`src/rtl/sticky_err_pkg.sv`:
```
package sticky_err_pkg;

   typedef enum logic [1:0] {
      SLP_AWAKE = 2'b00,
      SLP_S3    = 2'b01,
      SLP_S45   = 2'b10,
      SLP_RSVD  = 2'b11
   } sleep_e;

   localparam int unsigned REG_ADDR_W = 2;

   localparam logic [REG_ADDR_W-1:0] ADDR_STATUS = 2'd0;
   localparam logic [REG_ADDR_W-1:0] ADDR_SLEEP  = 2'd1;
   localparam logic [REG_ADDR_W-1:0] ADDR_MSEL   = 2'd2;
   localparam logic [REG_ADDR_W-1:0] ADDR_CTRL   = 2'd3;

   function automatic logic is_asleep(input sleep_e s);
      return (s == SLP_S3) || (s == SLP_S45);
   endfunction

endpackage

```
`src/rtl/err_mask_decode.sv`:
```
module err_mask_decode
   import sticky_err_pkg::*;
#(
   parameter int unsigned NUM_ERR = 6,
   parameter logic [NUM_ERR-1:0] ALWAYS_MASK = 6'b110000,
   parameter logic [NUM_ERR-1:0] OPT_MASK    = 6'b000011
) (
   input  logic               clk,
   input  logic               rst_n,
   input  sleep_e             sleep_i,
   input  logic [NUM_ERR-1:0] opt_sel_i,
   output logic [NUM_ERR-1:0] mask_o
);

   logic asleep;
   assign asleep = is_asleep(sleep_i);

   for (genvar i = 0; i < NUM_ERR; i++) begin : g_bit
      if (ALWAYS_MASK[i]) begin : g_always
         assign mask_o[i] = asleep;
      end else if (OPT_MASK[i]) begin : g_opt
         assign mask_o[i] = asleep & opt_sel_i[i];
      end else begin : g_never
         assign mask_o[i] = 1'b0;
      end
   end


   awake_unmasked_chk: assert property (@(posedge clk) disable iff (!rst_n)
      (sleep_i == SLP_AWAKE || sleep_i == SLP_RSVD) |-> (mask_o == '0));


   never_class_chk: assert property (@(posedge clk) disable iff (!rst_n)
      ((mask_o & ~(ALWAYS_MASK | OPT_MASK)) == '0));

endmodule

```
`src/rtl/err_status_cell.sv`:
```
module err_status_cell (
   input  logic clk,
   input  logic rst_n,
   input  logic err_i,
   input  logic mask_i,
   input  logic w1c_i,
   input  logic rtc_i,
   output logic sts_q
);

   logic set_ev;
   logic clr_ok;
   logic clr_req;

   assign set_ev  = err_i & ~mask_i;
   assign clr_ok  = ~err_i | mask_i;
   assign clr_req = (w1c_i | rtc_i) & clr_ok;

   always_ff @(posedge clk or negedge rst_n) begin
      if (!rst_n)
         sts_q <= 1'b0;
      else if (set_ev)
         sts_q <= 1'b1;
      else if (clr_req)
         sts_q <= 1'b0;
   end


   set_on_err_chk: assert property (@(posedge clk) disable iff (!rst_n)
      (err_i && !mask_i) |=> sts_q);


   clear_blocked_chk: assert property (@(posedge clk) disable iff (!rst_n)
      (sts_q && err_i && !mask_i && (w1c_i || rtc_i)) |=> sts_q);


   no_spurious_set_chk: assert property (@(posedge clk) disable iff (!rst_n)
      (!sts_q && (!err_i || mask_i)) |=> !sts_q);


   w1c_clears_chk: assert property (@(posedge clk) disable iff (!rst_n)
      (sts_q && w1c_i && (!err_i || mask_i)) |=> !sts_q);


   sticky_hold_chk: assert property (@(posedge clk) disable iff (!rst_n)
      (sts_q && !w1c_i && !rtc_i) |=> sts_q);

endmodule

```
`src/rtl/sticky_err_cfg.sv`:
```
module sticky_err_cfg
   import sticky_err_pkg::*;
#(
   parameter int unsigned DATA_W  = 8,
   parameter int unsigned NUM_ERR = 6,
   parameter logic [NUM_ERR-1:0] OPT_MASK = 6'b000011
) (
   input  logic                  clk,
   input  logic                  rst_n,
   input  logic                  wr_i,
   input  logic [REG_ADDR_W-1:0] addr_i,
   input  logic [DATA_W-1:0]     wdata_i,
   output sleep_e                sleep_o,
   output logic [NUM_ERR-1:0]    opt_sel_o,
   output logic                  alert_en_o
);

   always_ff @(posedge clk or negedge rst_n) begin
      if (!rst_n)
         sleep_o <= SLP_AWAKE;
      else if (wr_i && addr_i == ADDR_SLEEP)
         sleep_o <= sleep_e'(wdata_i[1:0]);
   end

   always_ff @(posedge clk or negedge rst_n) begin
      if (!rst_n)
         alert_en_o <= 1'b0;
      else if (wr_i && addr_i == ADDR_CTRL)
         alert_en_o <= wdata_i[0];
   end

   if (OPT_MASK == '0) begin : g_no_sel
      assign opt_sel_o = '0;
   end else begin : g_sel
      logic [NUM_ERR-1:0] sel_q;
      always_ff @(posedge clk or negedge rst_n) begin
         if (!rst_n)
            sel_q <= '0;
         else if (wr_i && addr_i == ADDR_MSEL)
            sel_q <= wdata_i[NUM_ERR-1:0] & OPT_MASK;
      end
      assign opt_sel_o = sel_q;
   end


   sleep_wr_chk: assert property (@(posedge clk) disable iff (!rst_n)
      (wr_i && addr_i == ADDR_SLEEP) |=> (sleep_o == sleep_e'($past(wdata_i[1:0]))));


   alert_en_wr_chk: assert property (@(posedge clk) disable iff (!rst_n)
      (wr_i && addr_i == ADDR_CTRL) |=> (alert_en_o == $past(wdata_i[0])));

endmodule

```
`src/rtl/sticky_err_bank.sv`:
```
module sticky_err_bank
   import sticky_err_pkg::*;
#(
   parameter int unsigned DATA_W  = 8,
   parameter int unsigned NUM_ERR = 6,
   parameter logic [NUM_ERR-1:0] ALWAYS_MASK = 6'b110000,
   parameter logic [NUM_ERR-1:0] OPT_MASK    = 6'b000011
) (
   input  logic               clk,
   input  logic               rst_n,
   input  logic [NUM_ERR-1:0] err_i,
   input  logic               rtc_mode_i,
   input  logic [1:0]         reg_addr_i,
   input  logic               reg_wr_i,
   input  logic [DATA_W-1:0]  reg_wdata_i,
   input  logic               reg_rd_i,
   output logic [DATA_W-1:0]  reg_rdata_o,
   output logic               summary_o,
   output logic               alert_o
);

   localparam int unsigned SPARE_W = DATA_W - NUM_ERR;

   if (NUM_ERR > DATA_W) begin : g_bad_width
      $error("NUM_ERR must not exceed DATA_W");
   end
   if (DATA_W < 2) begin : g_bad_data
      $error("DATA_W must hold the sleep code");
   end
   if ((ALWAYS_MASK & OPT_MASK) != '0) begin : g_bad_class
      $error("a bit cannot be both always and optionally masked");
   end

   sleep_e             sleep_q;
   logic [NUM_ERR-1:0] opt_sel;
   logic               alert_en;
   logic [NUM_ERR-1:0] mask;
   logic [NUM_ERR-1:0] sts;
   logic [NUM_ERR-1:0] w1c_vec;
   logic               rtc_hit;
   logic               sel_status;
   logic [DATA_W-1:0]  rd_mux;

   sticky_err_cfg #(
      .DATA_W   (DATA_W),
      .NUM_ERR  (NUM_ERR),
      .OPT_MASK (OPT_MASK)
   ) u_cfg (
      .clk        (clk),
      .rst_n      (rst_n),
      .wr_i       (reg_wr_i),
      .addr_i     (reg_addr_i),
      .wdata_i    (reg_wdata_i),
      .sleep_o    (sleep_q),
      .opt_sel_o  (opt_sel),
      .alert_en_o (alert_en)
   );

   err_mask_decode #(
      .NUM_ERR     (NUM_ERR),
      .ALWAYS_MASK (ALWAYS_MASK),
      .OPT_MASK    (OPT_MASK)
   ) u_mask (
      .clk       (clk),
      .rst_n     (rst_n),
      .sleep_i   (sleep_q),
      .opt_sel_i (opt_sel),
      .mask_o    (mask)
   );

   assign sel_status = (reg_addr_i == ADDR_STATUS);
   assign w1c_vec    = (reg_wr_i && sel_status) ? reg_wdata_i[NUM_ERR-1:0] : '0;
   assign rtc_hit    = reg_rd_i && sel_status && rtc_mode_i;

   for (genvar i = 0; i < NUM_ERR; i++) begin : g_cell
      err_status_cell u_cell (
         .clk    (clk),
         .rst_n  (rst_n),
         .err_i  (err_i[i]),
         .mask_i (mask[i]),
         .w1c_i  (w1c_vec[i]),
         .rtc_i  (rtc_hit),
         .sts_q  (sts[i])
      );
   end

   assign summary_o = |sts;
   assign alert_o   = summary_o & alert_en;

   always_comb begin
      rd_mux = '0;
      unique case (reg_addr_i)
         ADDR_STATUS: rd_mux[NUM_ERR-1:0] = sts;
         ADDR_SLEEP:  rd_mux[1:0]         = sleep_q;
         ADDR_MSEL:   rd_mux[NUM_ERR-1:0] = opt_sel;
         ADDR_CTRL: begin
            rd_mux[0]        = alert_en;
            rd_mux[DATA_W-1] = summary_o;
         end
         default: rd_mux = '0;
      endcase
   end

   always_ff @(posedge clk or negedge rst_n) begin
      if (!rst_n)
         reg_rdata_o <= '0;
      else if (reg_rd_i)
         reg_rdata_o <= rd_mux;
   end


   alert_needs_summary_chk: assert property (@(posedge clk) disable iff (!rst_n)
      $rose(alert_o) |-> summary_o);


   rtc_pre_clear_chk: assert property (@(posedge clk) disable iff (!rst_n)
      (reg_rd_i && sel_status) |=> (reg_rdata_o[NUM_ERR-1:0] == $past(sts)));


   no_rtc_hold_chk: assert property (@(posedge clk) disable iff (!rst_n)
      (reg_rd_i && sel_status && !rtc_mode_i && !reg_wr_i) |=> ((sts & $past(sts)) == $past(sts)));

   if (SPARE_W > 0) begin : g_spare_chk

      spare_zero_chk: assert property (@(posedge clk) disable iff (!rst_n)
         (reg_rd_i && sel_status) |=> (reg_rdata_o[DATA_W-1:NUM_ERR] == '0));
   end

endmodule

```
`config.mk`:
```
export PLATFORM = sky130hd
export DESIGN_NAME = sticky_err_bank
export DESIGN_NICKNAME = d
export VERILOG_FILES = /design/src/rtl/sticky_err_pkg.sv /design/src/rtl/err_mask_decode.sv /design/src/rtl/err_status_cell.sv /design/src/rtl/sticky_err_cfg.sv /design/src/rtl/sticky_err_bank.sv
export SDC_FILE = /design/constraint.sdc
export NUM_CORES = 1
export LEC_CHECK = 0
export ABC_AREA = 0
export BUFFER_PORTS_ARGS = -buffer_cell sky130_fd_sc_hd__buf_2
export CAP_MARGIN = 20
export CORE_AREA = 2 2 48 50
export DETAILED_ROUTE_END_ITERATION = 12
export DIE_AREA = 0 0 50 52
export HOLD_SLACK_MARGIN = 0.1
export PLACE_DENSITY = 0.71
export SKIP_CTS_REPAIR_TIMING = 1
export SLEW_MARGIN = 20
export SYNTH_ARGS = -nofsm -noshare
export SYNTH_HDL_FRONTEND = slang
export SYNTH_SLANG_ARGS = --single-unit
```
`constraint.sdc`:
```
create_clock -name clk -period 1.5 [get_ports clk]
set_input_delay 0.15 -clock clk [delete_from_list [all_inputs] [get_ports clk]]
set_output_delay 0.15 -clock clk [all_outputs]
set_load 0.005 [all_outputs]
```
## After elaboration in Yosys (flattened, before gate mapping)

Index checks and enable logic that the tools add are counted.

| storage, ports and cells | value |
|---|---|
| register bits | 18 |
| bits in latches | 0 |
| bits in writable memories | 0 |
| bits in read-only memories | 0 |
| input bits | 21 |
| output and inout port bits | 10 |
| word-level logic and storage cells | 79 |
| memories kept | 0 |

| operators by class | value |
|---|---|
| $add $sub $neg | 0 |
| multipliers | 0 |
| div/mod/pow operators | 0 |
| $lt $le $gt $ge | 0 |
| eq/ne operators | 5 |
| shifts and indexed selects | 0 |
| multiplexer cells | 17 |
| bitwise gates (word level) | 32 |
| reductions and logical operators | 15 |

Operators with widths:

| cell | number |
|---|---|
| $and A1 B1 Y1 | 13 |
| $mux W1 | 13 |
| $reduce_bool A2 Y1 | 6 |
| $or A1 B1 Y1 | 10 |
| $not A1 Y1 | 9 |
| $eq A2 B2 Y1 const B | 3 |
| $logic_and A1 B1 Y1 | 6 |
| $mux W6 | 1 |
| $reduce_or A6 Y1 | 1 |
| $eq A2 B1 Y1 const B | 2 |
| $mux W4 | 1 |
| $pmux W1 S4 | 1 |
| $pmux W1 S3 | 1 |
| $logic_not A2 Y1 | 1 |
| $logic_or A1 B1 Y1 | 1 |

## Longest topological paths before layout

| logic depth | value |
|---|---|
| word-level depth | 7 |
| depth in mapped cells | 4 |
| mapped depth without buffers | 3 |

## Cells and area by module

A second synthesis with hierarchy kept.

| second synthesis, totals | value |
|---|---|
| cells, all modules | 97 |
| area total of the unflattened synthesis | 1,051.0 um2 |

By module, submodules not included:

| module | times used | cells each | area each (um2) | sequential area each (um2) |
|---|---|---|---|---|
| sticky_err_bank | 1 | 47 | 467.9 | 175.2 |
| err_status_cell | 6 | 4 | 48.8 | 25.0 |
| sticky_err_cfg | 1 | 18 | 235.2 | 125.1 |
| err_mask_decode | 1 | 8 | 55.1 | 0.0 |

## Worst setup path before layout

No wires, ideal clock.

| path | value |
|---|---|
| path kind | register to register |
| start point | register g_cell[3].u_cell.sts_q |
| end point | register reg_rdata_o[7] |
| setup time | 0.120 ns |
| arrival time | 1.010 ns |
| required time | 1.380 ns |
| slack | 0.370 ns |
| stages on the path, launching flop included | 4 |
| buffers on the path | 0 |
| period minus slack after synthesis | 1.130 ns |
| path through | dfrtp_1 -> nor4_1 -> nand2_1 -> a41o_2 |

| between the ends | value |
|---|---|
| cells in the longest elaborated chain, start to end | 2 |

RTL lines:

| element | line | source |
|---|---|---|
| from (decl) | err_status_cell.sv:8 | `output logic sts_q` |
| from (signal assigned) | err_status_cell.sv:21 | `sts_q <= 1'b0;` |
| from (signal assigned) | err_status_cell.sv:23 | `sts_q <= 1'b1;` |
| from (signal assigned) | err_status_cell.sv:25 | `sts_q <= 1'b0;` |
| $reduce_or A6 Y1 | sticky_err_bank.sv:87 | `assign summary_o = \|sts;` |
| net summary_o | sticky_err_bank.sv:18 | `output logic summary_o,` |
| $mux W1 | sticky_err_bank.sv:92 | `unique case (reg_addr_i)` |
| to (signal assigned) | sticky_err_bank.sv:108 | `reg_rdata_o <= rd_mux;` |
| to (decl) | sticky_err_bank.sv:17 | `output logic [DATA_W-1:0] reg_rdata_o,` |

The timed path passes the listed nets, and every way through them passes these cells.
A chain may end at the register's enable or synchronous reset.

## Worst setup path in the final report

| path | value |
|---|---|
| start point | register g_cell[5].u_cell.sts_q |
| end point | output alert_o |

| between the ends | value |
|---|---|
| cells in the longest elaborated chain, start to end | 2 |

RTL lines:

| element | line | source |
|---|---|---|
| from (decl) | err_status_cell.sv:8 |  |
| from (signal assigned) | err_status_cell.sv:21 |  |
| from (signal assigned) | err_status_cell.sv:23 |  |
| from (signal assigned) | err_status_cell.sv:25 |  |
| $reduce_or A6 Y1 | sticky_err_bank.sv:87 |  |
| $and A1 B1 Y1 | sticky_err_bank.sv:88 | `assign alert_o = summary_o & alert_en;` |
| to (decl) | sticky_err_bank.sv:19 | `output logic alert_o` |

No other way between the ends.

==> metrics.csv <==
metric,value,unit
grt_util_all_layers,14.50,%
nFillCells,191,
arrival,1.38,ns
violations,negative setup slack,
tns,-0.03357,ns
synth_cell_types,29,
grt_pass1_wl,2.739,mm
period_share,102.2,%
postSynthCellCount,75,
area_growth_syn_to_layout,30.16,%
dp_hpwl,1.337,mm
synth_xor_area_share,1.991,%
diodes,0,
drt-total-wl,1.846,mm
setup_viol,1,
whs,0.1236,ns
syn-cell-area,879.6,um2
num_rows,17,
vias,712,
synth_mux_area_share,9.957,%
drtPass1Iterations,4,
cts_buffers,3,
hold_violations,0,
syn-num-nets,96,
critPathLaunchType,flop,
portBuffers,27,
route.detailed.drc,0,
most-common-layout-cells,"27 x buf_2, 18 x dfrtp_1, 14 x nand2_1, 8 x dlygate4sd3_1",
clockBufferDepth,2,
ioPinCount,31,
rsz0062_at_grt,true,
path_max_fanout,3,
antenna_left,0,
die_h,52,um
synthTopCellsByArea,"dfrtp_1 51%, nand2_1 6.0%, mux2_1 5.1%, a32o_1 4.6%, o2bb2ai_1 4.0%",
peakVddDrop,0.5669,mV
p_leak,0.5074,nW
p_per_area,1029,mW/mm2
synth_fa_ha_area_share,0,%
viasPerCell,5.122,
status,"complete, but fails checks",
final-instance-count-excl-fill,139,
gp_congestion,0.7660,
place_worst_setup_slack,0.2609,ns
synth-compound-area-share,14.51,%
max_clock_freq,652.1,MHz
wl_per_cell,13.28,um
synth_top_area_share,51.21,%
hp-class,in2reg,
antenna_found_initial,0,
drv_slew,0,
clkLatencyLatePin,0.30,ns
critical_path_class,reg2out,
initial_core_util,41.77,%
cp.required,1.35,ns
yosys.area_share.simple,17.50,%
dp_cells,126,
layout_min_cycle_time,1.534,ns
yosysTopAreaCell,dfrtp_1,
die_area,0.002600,mm2
synth_top_family_by_area,simple AND/OR/NAND/NOR gates,
synth_area_per_cell,11.73,um2
end_kind,output pin,
cts_num_sinks,18,
layout-drive-gt1-share,37.84,%
layout_commonest_cell,buf_2,
grt_overflow,0,
fin_skew,0.007270,ns
seq_area_frac_synth,51.21,%
coreArea,0.002106,mm2
maxCapViolCount,0,
power.total,1.178,mW
htreeDepth,1,
die_w,50,um
fin_ws,-0.03357,ns
path_clk_slew,0.10,ns
fin_nets,133,
cts_tree,yes,
drt_iter0_drc,16,
grt_max_degree,19,
yosys_register_bits,18,
grt_pass1_vias,615,
yosysWarnings,0,
cts_root_buf,clkbuf_4,
[where the power goes]
group	internal [mW]	switching, mW	total [mW]
combinational	0.145	0.108	0.253
clock	0.148	0.152	0.300
sequential	0.560	0.0652	0.625
total	0.853	0.326	1.18
[state kept, by name (all words and copies together) (netlist names)]
register and cells:
u_cfg.opt_sel_o 2, u_cfg.sleep_o 2, g_cell.u_cell.sts_q 6, reg_rdata_o 7
u_cfg.alert_en_o 1
[cells in the mapped netlist, drive strengths merged]
library cell	number
a31o	2
o21a	1
o311ai	1
or2	1
buf	4
inv	1
dfrtp	18
nand3	3
mux2i	2
nor3b	1
xor2	1
a32o	4
o211ai	1
nand3b	3
nor4	1
xnor2	1
mux2	6
nor2	2
conb	1
a41o	1
and2	1
nand2	14
nor2b	1
o2bb2ai	4
[stage by stage]
stage	cell area, um2	utilization (%)
2_1_floorplan	879.6	-
3_3_place_gp	1015	48.19
3_5_place_dp	1015	48.19
4_1_cts	1051	49.91
5_1_grt	1145	54.37
6_report	1145	54.37
[final timing paths]
check | endpoint | slack [ns] | depth (start not counted) | start
setup / recovery | alert_o | -0.03 | 4 | g_cell[5].u_cell.sts_q
hold / removal | u_cfg.sleep_o[0] | 0.12 | 2 | reg_wdata_i[0]
setup reg to reg | reg_rdata_o[7] | 0.30 | 3 | g_cell[5].u_cell.sts_q
hold reg to reg | reg_rdata_o[1] | 0.48 | 1 | reg_rdata_o[1]
max in group asynchronous | reg_rdata_o[4] | 0.93 | 2 | rst_n
min in group asynchronous | g_cell[3].u_cell.sts_q | 0.29 | 2 | rst_n
[critical path, stage by stage, from the launching register on]
cell,delay (ns)
dfrtp_1,0.42
nor4_2,0.27
nand2_1,0.13
and2_1,0.15
buf_2,0.12
[layout make-up]
cell class | instances | area (um2) | area share, %
sequential | 18 | 450.4 | 39.34
multi-input combinational | 52 | 396.6 | 34.64
timing repair buffer | 36 | 222.7 | 19.45
clock buffer | 4 | 36.28 | 3.169
tap | 28 | 35.03 | 3.060
inverter | 1 | 3.754 | 0.3279
[logic make-up (layout without fill, tap and decap cells)]
| kind of cell | Yosys count | after routing |
|---|---|---|
| other cells | 1 | 1 |
| mux | 8 | 8 |
| compound gates | 14 | 14 |
| flops | 18 | 18 |
| simple gates | 27 | 27 |
| buf+inv | 5 | 41 |
| xor+xnor | 2 | 2 |
[routing by layer]
metal | routed length, um | track usage [%] | up-vias | part of all wire (%)
met2 | 933 | 23.25 | 21 | 51
met4 | 40 | 9.722 | 0 | 2.2
li1 | - | - | 342 | -
met1 | 788 | 17.80 | 344 | 43
met5 | 0 | 0 | - | 0
met3 | 83 | 2.586 | 5 | 4.5
(Power assumes the default switching activity.)
